File: src/rtl/exc_sel_pkg.sv
package exc_sel_pkg;

   localparam int unsigned NCAUSE  = 16;
   localparam int unsigned CAUSE_W = $clog2(NCAUSE);

   typedef enum logic [2:0] {
      MODE_PASS   = 3'd0,
      MODE_ALL    = 3'd1,
      MODE_FETCH  = 3'd2,
      MODE_LOAD   = 3'd3,
      MODE_STORE  = 3'd4,
      MODE_ATOMIC = 3'd5,
      MODE_RSV6   = 3'd6,
      MODE_RSV7   = 3'd7
   } mask_mode_e;

   localparam logic [NCAUSE-1:0] KEEP_FETCH = 16'h1007;
   localparam logic [NCAUSE-1:0] KEEP_LOAD  = 16'h2030;
   localparam logic [NCAUSE-1:0] KEEP_STORE = 16'h80C0;
   localparam logic [NCAUSE-1:0] KEEP_ALL   = 16'hBBFF;

   function automatic logic [NCAUSE-1:0] mode_keep(mask_mode_e m);
      logic [NCAUSE-1:0] k;
      case (m)
         MODE_PASS:   k = '1;
         MODE_ALL:    k = KEEP_ALL;
         MODE_FETCH:  k = KEEP_FETCH;
         MODE_LOAD:   k = KEEP_LOAD;
         MODE_STORE:  k = KEEP_STORE;
         MODE_ATOMIC: k = KEEP_LOAD | KEEP_STORE;
         default:     k = '0;
      endcase
      return k;
   endfunction

   // rank 0 is the most important cause
   function automatic logic [CAUSE_W-1:0] rank_cause(int unsigned r);
      logic [CAUSE_W-1:0] c;
      case (r)
         0:       c = 4'd3;
         1:       c = 4'd12;
         2:       c = 4'd1;
         3:       c = 4'd2;
         4:       c = 4'd0;
         5:       c = 4'd11;
         6:       c = 4'd9;
         7:       c = 4'd8;
         8:       c = 4'd6;
         9:       c = 4'd4;
         10:      c = 4'd15;
         11:      c = 4'd13;
         12:      c = 4'd7;
         13:      c = 4'd5;
         14:      c = 4'd10;
         default: c = 4'd14;
      endcase
      return c;
   endfunction

endpackage

File: src/rtl/exc_mask_filter.sv
module exc_mask_filter
   import exc_sel_pkg::*;
#(
   parameter int unsigned N = NCAUSE
) (
   input  logic [N-1:0] raw_i,
   input  mask_mode_e   mode_i,
   output logic [N-1:0] filt_o
);
   logic [NCAUSE-1:0] keep;

   assign keep = mode_keep(mode_i);

   for (genvar i = 0; i < N; i++) begin : g_bit
      assign filt_o[i] = raw_i[i] & keep[i];
   end
endmodule

File: src/rtl/exc_prio_pick.sv
module exc_prio_pick
   import exc_sel_pkg::*;
#(
   parameter int unsigned N  = NCAUSE,
   parameter int unsigned CW = CAUSE_W
) (
   input  logic [N-1:0]  vec_i,
   output logic [N-1:0]  grant_o,
   output logic          valid_o,
   output logic [CW-1:0] cause_o
);
   always_comb begin
      grant_o = '0;
      cause_o = '0;
      // scan from lowest rank up so a more important hit overrides
      for (int r = N - 1; r >= 0; r--) begin
         if (vec_i[rank_cause(unsigned'(r))]) begin
            grant_o = '0;
            grant_o[rank_cause(unsigned'(r))] = 1'b1;
            cause_o = rank_cause(unsigned'(r));
         end
      end
      valid_o = |vec_i;
   end
endmodule

File: src/rtl/exc_cause_select.sv
module exc_cause_select
   import exc_sel_pkg::*;
#(
   parameter int unsigned NUM_CAUSE = NCAUSE
) (
   input  logic [NUM_CAUSE-1:0]         exc_raw_i,
   input  logic [2:0]                   mode_i,
   output logic [NUM_CAUSE-1:0]         exc_filt_o,
   output logic                         exc_valid_o,
   output logic [$clog2(NUM_CAUSE)-1:0] exc_cause_o
);
   localparam int unsigned CW = $clog2(NUM_CAUSE);

   if (NUM_CAUSE != NCAUSE) begin : g_bad_width
      $error("exc_cause_select: NUM_CAUSE must match the cause map width");
   end

   logic [NUM_CAUSE-1:0] pick_grant;

   exc_mask_filter #(.N(NUM_CAUSE)) u_filter (
      .raw_i  (exc_raw_i),
      .mode_i (mask_mode_e'(mode_i)),
      .filt_o (exc_filt_o)
   );

   exc_prio_pick #(.N(NUM_CAUSE), .CW(CW)) u_pick (
      .vec_i   (exc_filt_o),
      .grant_o (pick_grant),
      .valid_o (exc_valid_o),
      .cause_o (exc_cause_o)
   );
endmodule

File: config.mk
export PLATFORM = sky130hd
export DESIGN_NAME = exc_cause_select
export DESIGN_NICKNAME = d
export VERILOG_FILES = /design/src/rtl/exc_sel_pkg.sv /design/src/rtl/exc_mask_filter.sv /design/src/rtl/exc_prio_pick.sv /design/src/rtl/exc_cause_select.sv
export SDC_FILE = /design/constraint.sdc
export NUM_CORES = 1
export LEC_CHECK = 0
export BUFFER_PORTS_ARGS = -buffer_cell sky130_fd_sc_hd__buf_2
export CELL_PAD_IN_SITES_DETAIL_PLACEMENT = 0
export CELL_PAD_IN_SITES_GLOBAL_PLACEMENT = 1
export CORE_MARGIN = 2
export CORE_UTILIZATION = 30
export DETAILED_ROUTE_END_ITERATION = 7
export PLACE_DENSITY_LB_ADDON = 0.1
export SLEW_MARGIN = 5
export SYNTH_ARGS = -nofsm -noshare
export SYNTH_HDL_FRONTEND = slang
export SYNTH_SLANG_ARGS = --single-unit
export TNS_END_PERCENT = 20
File: constraint.sdc
create_clock -name vclk -period 2.5
set_clock_uncertainty 0.15 [all_clocks]
set_input_delay 0.5 -clock vclk [all_inputs]
set_output_delay 0.5 -clock vclk [all_outputs]
set_load 0.005 [all_outputs]
## Yosys cells after proc, flatten, opt, wreduce, memory -nomap -nowiden

Cells that the tools add are included.
Widths: inputs -> output; s select.

| operators by class | value |
|---|---|
| eq/ne operators | 5 |
| muxes and demuxes | 17 |
| bitwise logic cells | 16 |
| reduce and logical (&&, ||, !) cells | 2 |

Operators with widths:

| cell | number |
|---|---|
| $pmux 16 s6 | 1 |
| $mux 4 | 16 |
| $and 1x1->1 | 16 |
| $reduce_or 16->1 | 1 |
| $eq 3x2->1 const B | 2 |
| $eq 3x3->1 const B | 2 |
| $eq 3x1->1 const B | 1 |
| $logic_not 3->1 | 1 |

| storage, ports and cells | value |
|---|---|
| register bits after elaboration | 0 |

## Logic depth before layout (Yosys ltp)

Gate-level depths: netlist of run 1.

| depth | value |
|---|---|
| depth after elaboration | 19 |
| mapped depth | 5 |
| mapped depth without buffers | 4 |

## Modules after synthesis

From an unflattened synthesis of run 1, not the netlist that was laid out.

| unflattened totals | value |
|---|---|
| cells, all modules | 74 |
| area total of the unflattened synthesis | 483.0 µm² |

By module, submodules not included:

| module | times used | cells each | area an instance (µm²) | sequential area each (µm²) |
|---|---|---|---|---|
| exc_prio_pick | 1 | 54 | 341.6 | 0.0 |
| exc_mask_filter | 1 | 20 | 141.4 | 0.0 |

## Least setup slack after synthesis of run 1

OpenSTA, ideal clock, no wires.

| path | value |
|---|---|
| kind | input -> output |
| start point | input mode_i[2] |
| end point | output exc_cause_o[3] |
| arrival | 1.390 ns |
| required time | 1.850 ns |
| slack | 0.460 ns |
| stages | 5 |
| cell sequence | buf_6 > or2_4 > nor4_4 > a211oi_1 > o211ai_1 |

| between the ends | value |
|---|---|
| word-level cells in the longest chain between the ends | 19 |

RTL lines:

| item | RTL line | text |
|---|---|---|
| start: declaration | exc_cause_select.sv:7 | `input logic [2:0] mode_i,` |
| $eq 3x3->1 (tied with other cells) | exc_sel_pkg.sv:24 | `case (m)` |
| $pmux 16 s6 (*) | exc_sel_pkg.sv:24 |  |
| $and 1x1->1 | exc_mask_filter.sv:15 | `assign filt_o[i] = raw_i[i] & keep[i];` |
| $mux 4 (15 in a row) | exc_prio_pick.sv:17 | `if (vec_i[rank_cause(unsigned'(r))]) begin` |
| $mux 4 (*) | exc_prio_pick.sv:17 |  |
| end: declaration | exc_cause_select.sv:10 | `output logic [$clog2(NUM_CAUSE)-1:0] exc_cause_o` |

Mark *: on every way between the ends. The rest lies on a longest branch, timed or not.

## Worst setup path in the final report of run 1

| path | value |
|---|---|
| start point | input mode_i[1] |
| end point | output exc_valid_o |

| between the ends | value |
|---|---|
| word-level cells in the longest chain between the ends | 4 |

RTL lines:

| item | RTL line | text |
|---|---|---|
| $eq 3x3->1 (tied with other cells) | exc_sel_pkg.sv:24 |  |
| $pmux 16 s6 (*) | exc_sel_pkg.sv:24 |  |
| $and 1x1->1 | exc_mask_filter.sv:15 |  |
| $reduce_or 16->1 (*) | exc_prio_pick.sv:23 | `valid_o = \|vec_i;` |
| end: declaration | exc_cause_select.sv:9 | `output logic exc_valid_o,` |

Marks and branches as above.

==> metrics.md, run 1 <==
| Metric | Value |
|---|---|
| Fin Setup TNS | `0 ns` |
| CP delay by family, top | `compound AO/OA/AOI/OAI gates` |
| Nets@finish | `129` |
| Seq Cell Count | `0` |
| Synth area leader | `and2_1` |
| Sw Ratio | `52.7%` |
| Vias in the first global route | `561` |
| Max-slew headroom | `77.6%` |
| Buffers plus inverters on the worst setup path | `2` |
| Post-synthesis cell area | `519 um2` |
| Max incr delay on CP | `0.28 ns` |
| Layout cells sized above 1 | `50.9%` |
| Area grow syn2layout | `38.3%` |
| Post-CTS setup buffers | `0` |
| Die ar. | `2080 um2` |
| CP Cell Sequence | `buf_2 -> and2b_1 -> a31oi_4 -> nand2b_1 -> a211o_1 -> buf_2` |
| Post-CTS sizing | `0` |
| HPWL Detailed | `1410 um` |
| # setup viols final | `0` |
| P_sw | `0.0686 mW` |
| Most used cell, CP | `buf_2` |
| Crit. path cell count | `6` |
| Cell variety after synth | `37` |
| Worst setup path end | `exc_valid_o` |
| Vias post-DR | `644` |
| Drt via density | `5.15` |
| Crit path DAT | `1.70 ns` |
| Worst Path Required | `1.85 ns` |
| Antenna cells | `0` |
| Clock power frac | `0%` |
| Hold path depth | `4` |
| PwrDens | `181 nW/um2` |
| Status | `completed` |
| Register area | `0 um2` |
| Int Power | `0.0616 mW` |
| CP max-delay cell | `and2b_1` |
| Share of power burned in registers | `0%` |
| Die height | `45.6 um` |
| P_leak | `0.365 nW` |
| Worst Path Class, Setup | `in2out` |
| Total GRT Usage | `15.9%` |
| Cell Rows | `15` |
| Synthesized Nets | `89` |
| Synth area leaders | `and2_1, nor2_1, nor3b_2, buf_6, inv_1` |
| Routed len/inst | `12.9 um` |
| Layout clock buffer count | `0` |
| DRC viols | `0` |
| Highest clock rate | `425 MHz` |
| Hold buffers post-CTS | `0` |
| Initial antenna violation count | `0` |
| Comb pwr share | `100.0%` |
| Hold Vio Cnt, Final | `0` |
| Global-route wire length before repair | `2520 um` |
| Worst Path Max Fanout | `13` |
| Synthesized instance count | `70` |
| Crit path from | `mode_i[1]` |
| Core Box Area | `1670 um2` |
| Gpl congestion | `0.801` |
| Startpoint Class | `primary input` |
| Worst IR Drop VDD | `67.6 uV` |
| Hold Path Class | `in2out` |
| Largest net degree at the start of global routing | `14` |
| DRT iter0 DRCs | `9` |
| Worst Setup End Kind | `output port` |
| Sequential fraction of the synthesis area | `0%` |
| Routed Antenna Nets | `0` |
| Num ports | `40` |
| Slew Limit Fails | `0` |
| Post-synthesis average cell area | `7.42 um2` |
| Starting density of the core | `31.1%` |
| Power, Total | `0.130 mW` |
| Gr ovfl total | `0` |
| RSZ-0062 raised after global routing | `false` |
| Max cap viols | `0` |
| Horiz. Die Dim | `45.6 um` |
| Area share of the largest cell type after synthesis | `7.23%` |
| Routed WL | `1610 um` |
| Worst-margin pin slew | `0.335 ns` |
| Min Tclk post-route | `2.35 ns` |
| YS warnings | `0` |
| Final worst-path cycle share | `94.0%` |
| First-pass DRT Iterations | `4` |
| Port-buffer cells | `40` |
[worst min-delay path, delay by kind of cell]
kind	cells	cell delay [ns]
buf+inv	3	0.24
simple gates	1	0.07
[placed cells by master (no fill, tap or decap), types with 3 or more instances in the layout]
master and n:
buf_2 40, nand2_1 6, nor2_1 7, inv_1 6, o21bai_1 3, and2_1 6
[power by group through the flow]
stage          clock network [mW]  registers, mW  logic (mW)
6_report                        0              0       0.130
5_1_grt                         0              0       0.144
4_1_cts                         0              0       0.132
3_5_place_dp                    0              0       0.132
3_3_place_gp                    0              0       0.132
2_1_floorplan                   0              0      0.0774
[kinds of logic (layout without fill, tap and decap cells)]
kind of cell / Yosys count / after routing / synth area share (%)
buffers and inverters: 8 / 46 / 8.67
and+or+nand+nor: 36 / 36 / 43.9
AOI/OAI and AO/OA: 26 / 26 / 47.5
[synth_stat cells (2+ instances only)]
cell type  instances
a211oi_1           2
a21oi_1            2
a21oi_2            2
and2_1             6
and3_1             2
buf_6              2
inv_1              6
nand2_1            6
nand2b_1           2
nor2_1             7
nor3_1             2
nor3b_2            2
o211ai_1           2
o21bai_1           3
o31ai_1            2
[layout make-up]
| class | count | area, um2 |
|---|---|---|
| Tap cell | 17 | 21.3 |
| Timing Repair Buffer | 40 | 200 |
| Inverter | 6 | 22.5 |
| Multi-Input combinational cell | 62 | 474 |
| Fill cell | 176 | 952 |
[per-layer routing]
layer,global-route usage (%),vias up,routed length [um]
met4,0,0,0
met2,29.6,21,797
met1,21.6,287,741
met3,0,0,72
met5,0,-,0
li1,-,336,-
[worst min path at each step]
stage                 start        endpoint  slack, ns
6_report       exc_raw_i[7]   exc_filt_o[7]       1.16
3_5_place_dp   exc_raw_i[7]   exc_filt_o[7]       1.16
5_1_grt        exc_raw_i[0]   exc_filt_o[0]       1.18
4_1_cts        exc_raw_i[7]   exc_filt_o[7]       1.16
2_1_floorplan     mode_i[0]  exc_filt_o[14]       0.88
3_3_place_gp   exc_raw_i[7]   exc_filt_o[7]       1.16
[through the flow]
step	setup WS [ns]	utilization, %	hold slack, ns	cells	instance area (um2)
after floorplan	0.460	-	0.882	70	519
after global placement	0.150	43.0	1.16	125	718
after detailed placement	0.144	43.0	1.16	125	718
after CTS	0.138	43.0	1.16	125	718
after global routing	0.0608	43.0	1.18	125	718
final	0.149	43.0	1.16	125	718
Note: power is estimated with default switching activity, not from simulation.
==> run 2, diff against run 1 <==
--- a/config.mk
+++ b/config.mk
@@ -12,6 +12,7 @@
 export CORE_UTILIZATION = 30
 export DETAILED_ROUTE_END_ITERATION = 7
 export PLACE_DENSITY_LB_ADDON = 0.1
+export REMOVE_ABC_BUFFERS = 1
 export SLEW_MARGIN = 5
 export SYNTH_ARGS = -nofsm -noshare
 export SYNTH_HDL_FRONTEND = slang
==> metrics.md, run 2 (synthesis results as in run 1) <==
| Metric | Value |
|---|---|
| Highest clock rate | `423 MHz` |
| Num ports | `40` |
| Routed WL | `1550 um` |
| WL met1 | `714 um` |
| Register area | `0 um2` |
| Worst IR Drop VDD | `67.9 uV` |
| Clock power frac | `0%` |
| Gr ovfl total | `0` |
| Post-CTS setup buffers | `0` |
| Area grow syn2layout | `38.3%` |
| Placement Setup Slack | `0.111 ns` |
| Worst Path Required | `1.85 ns` |
| CP max-delay cell | `or2_4` |
| Power, Total | `0.129 mW` |
| Seq Cell Count | `0` |
| Cell Rows | `15` |
| Max incr delay on CP | `0.32 ns` |
| Port-buffer cells | `40` |
| Worst setup margin | `0.138 ns` |
| # setup viols final | `0` |
| Fin Setup TNS | `0 ns` |
| Worst setup path end | `exc_cause_o[3]` |
| Most common cell after layout, fill and taps aside | `buf_2` |
| Worst Path Max Fanout | `13` |
| Final worst-path cycle share | `94.5%` |
| Routed Antenna Nets | `0` |
| Max cap viols | `0` |
| PwrDens | `180 nW/um2` |
| Starting density of the core | `31.1%` |
| Global-route wire length before repair | `2520 um` |
| Final instance area | `718 um2` |
| Crit path DAT | `1.71 ns` |
| Total GRT Usage | `15.6%` |
| DRC viols | `0` |
| Filler cell count | `188` |
| Met3 wire length | `77 um` |
| Status | `completed` |
| First-pass DRT Iterations | `4` |
| Worst-margin pin slew | `0.325 ns` |
| Hold Path Class | `in2out` |
| Post-CTS sizing | `0` |
| Sw Ratio | `52.4%` |
| Worst Path Class, Setup | `in2out` |
| CP Cell Sequence | `buf_2 -> or2_4 -> nor4_4 -> a211oi_1 -> o211ai_1 -> buf_2` |
| Area post-placement | `718 um2` |
| Largest net degree at the start of global routing | `14` |
| Startpoint Class | `primary input` |
| Antenna cells | `0` |
| P_sw | `0.0678 mW` |
| Uppermost routed layer | `met3` |
| Fin util | `43.0%` |
| Vias post-DR | `667` |
| Hold Vio Cnt, Final | `0` |
| Horiz. Die Dim | `45.6 um` |
| P_leak | `0.365 nW` |
| Non-Filler Instances | `125` |
| Min Tclk post-route | `2.36 ns` |
| Core Box Area | `1670 um2` |
| DRT iter0 DRCs | `10` |
| Worst Setup End Kind | `output port` |
| Gpl congestion | `0.820` |
| Drt via density | `5.34` |
| Placed Cells | `125` |
| Die ar. | `2080 um2` |
| Die height | `45.6 um` |
| Min Hold Slack | `1.14 ns` |
| Hold buffers post-CTS | `0` |
| Layout clock buffer count | `0` |
| Share of power burned in registers | `0%` |
| Initial antenna violation count | `0` |
| Crit path from | `mode_i[1]` |
| Most frequent cells in the layout | `buf_2, nor2_1, nand2_1, inv_1, and2_1` |
| Max-slew headroom | `78.2%` |
| Layout cells sized above 1 | `50.9%` |
| Vias in the first global route | `567` |
| Met2 WL post-DR | `753 um` |
| Int Power | `0.0616 mW` |
| Comb pwr share | `100.0%` |
| Slew Limit Fails | `0` |
| Most used cell, CP | `buf_2` |
| HPWL Detailed | `1350 um` |
| Multi-input logic area | `474 um2` |
| Routed len/inst | `12.4 um` |
| Nets@finish | `129` |
| RSZ-0062 raised after global routing | `false` |
[run 2: cell counts in the layout (fill, tap and decap cells not counted)]
No cell type changed its count.
[run 2: worst max-delay path: cells and delay by family]
kind | cells | cell delay [ns]
simple gates | 2 | 0.56
buf+inv | 2 | 0.33
compound gates | 2 | 0.32
[run 2: power by group through the flow]
| stage | combinational (mW) | sequential [mW] | clock, mW |
|---|---|---|---|
| global route | 0.145 | 0 | 0 |
| floorplan | 0.0697 | 0 | 0 |
| CTS | 0.131 | 0 | 0 |
| detailed placement | 0.131 | 0 | 0 |
| finish | 0.129 | 0 | 0 |
| global placement | 0.132 | 0 | 0 |
[run 2: final cells by class]
class,instances,share of cell area [%]
multi-input cells,62,66.0
repair buffers,40,27.9
inverters,6,3.14
well taps,17,2.96
[run 2: worst min-delay path by stage]
stage,cells past startpoint,to,slack [ns],start
after detailed placement,4,exc_filt_o[7],1.15,exc_raw_i[7]
final,4,exc_filt_o[7],1.14,exc_raw_i[7]
after global routing,4,exc_filt_o[7],1.19,exc_raw_i[7]
after floorplan,1,exc_filt_o[14],0.88,mode_i[0]
after global placement,4,exc_filt_o[7],1.15,exc_raw_i[7]
after CTS,4,exc_filt_o[7],1.15,exc_raw_i[7]
[run 2: routing by layer]
metal  track usage (%)  vias up
met2              27.6       19
met3                 0        0
li1                  -      338
met1              22.4      310
met5                 0        -
met4                 0        0
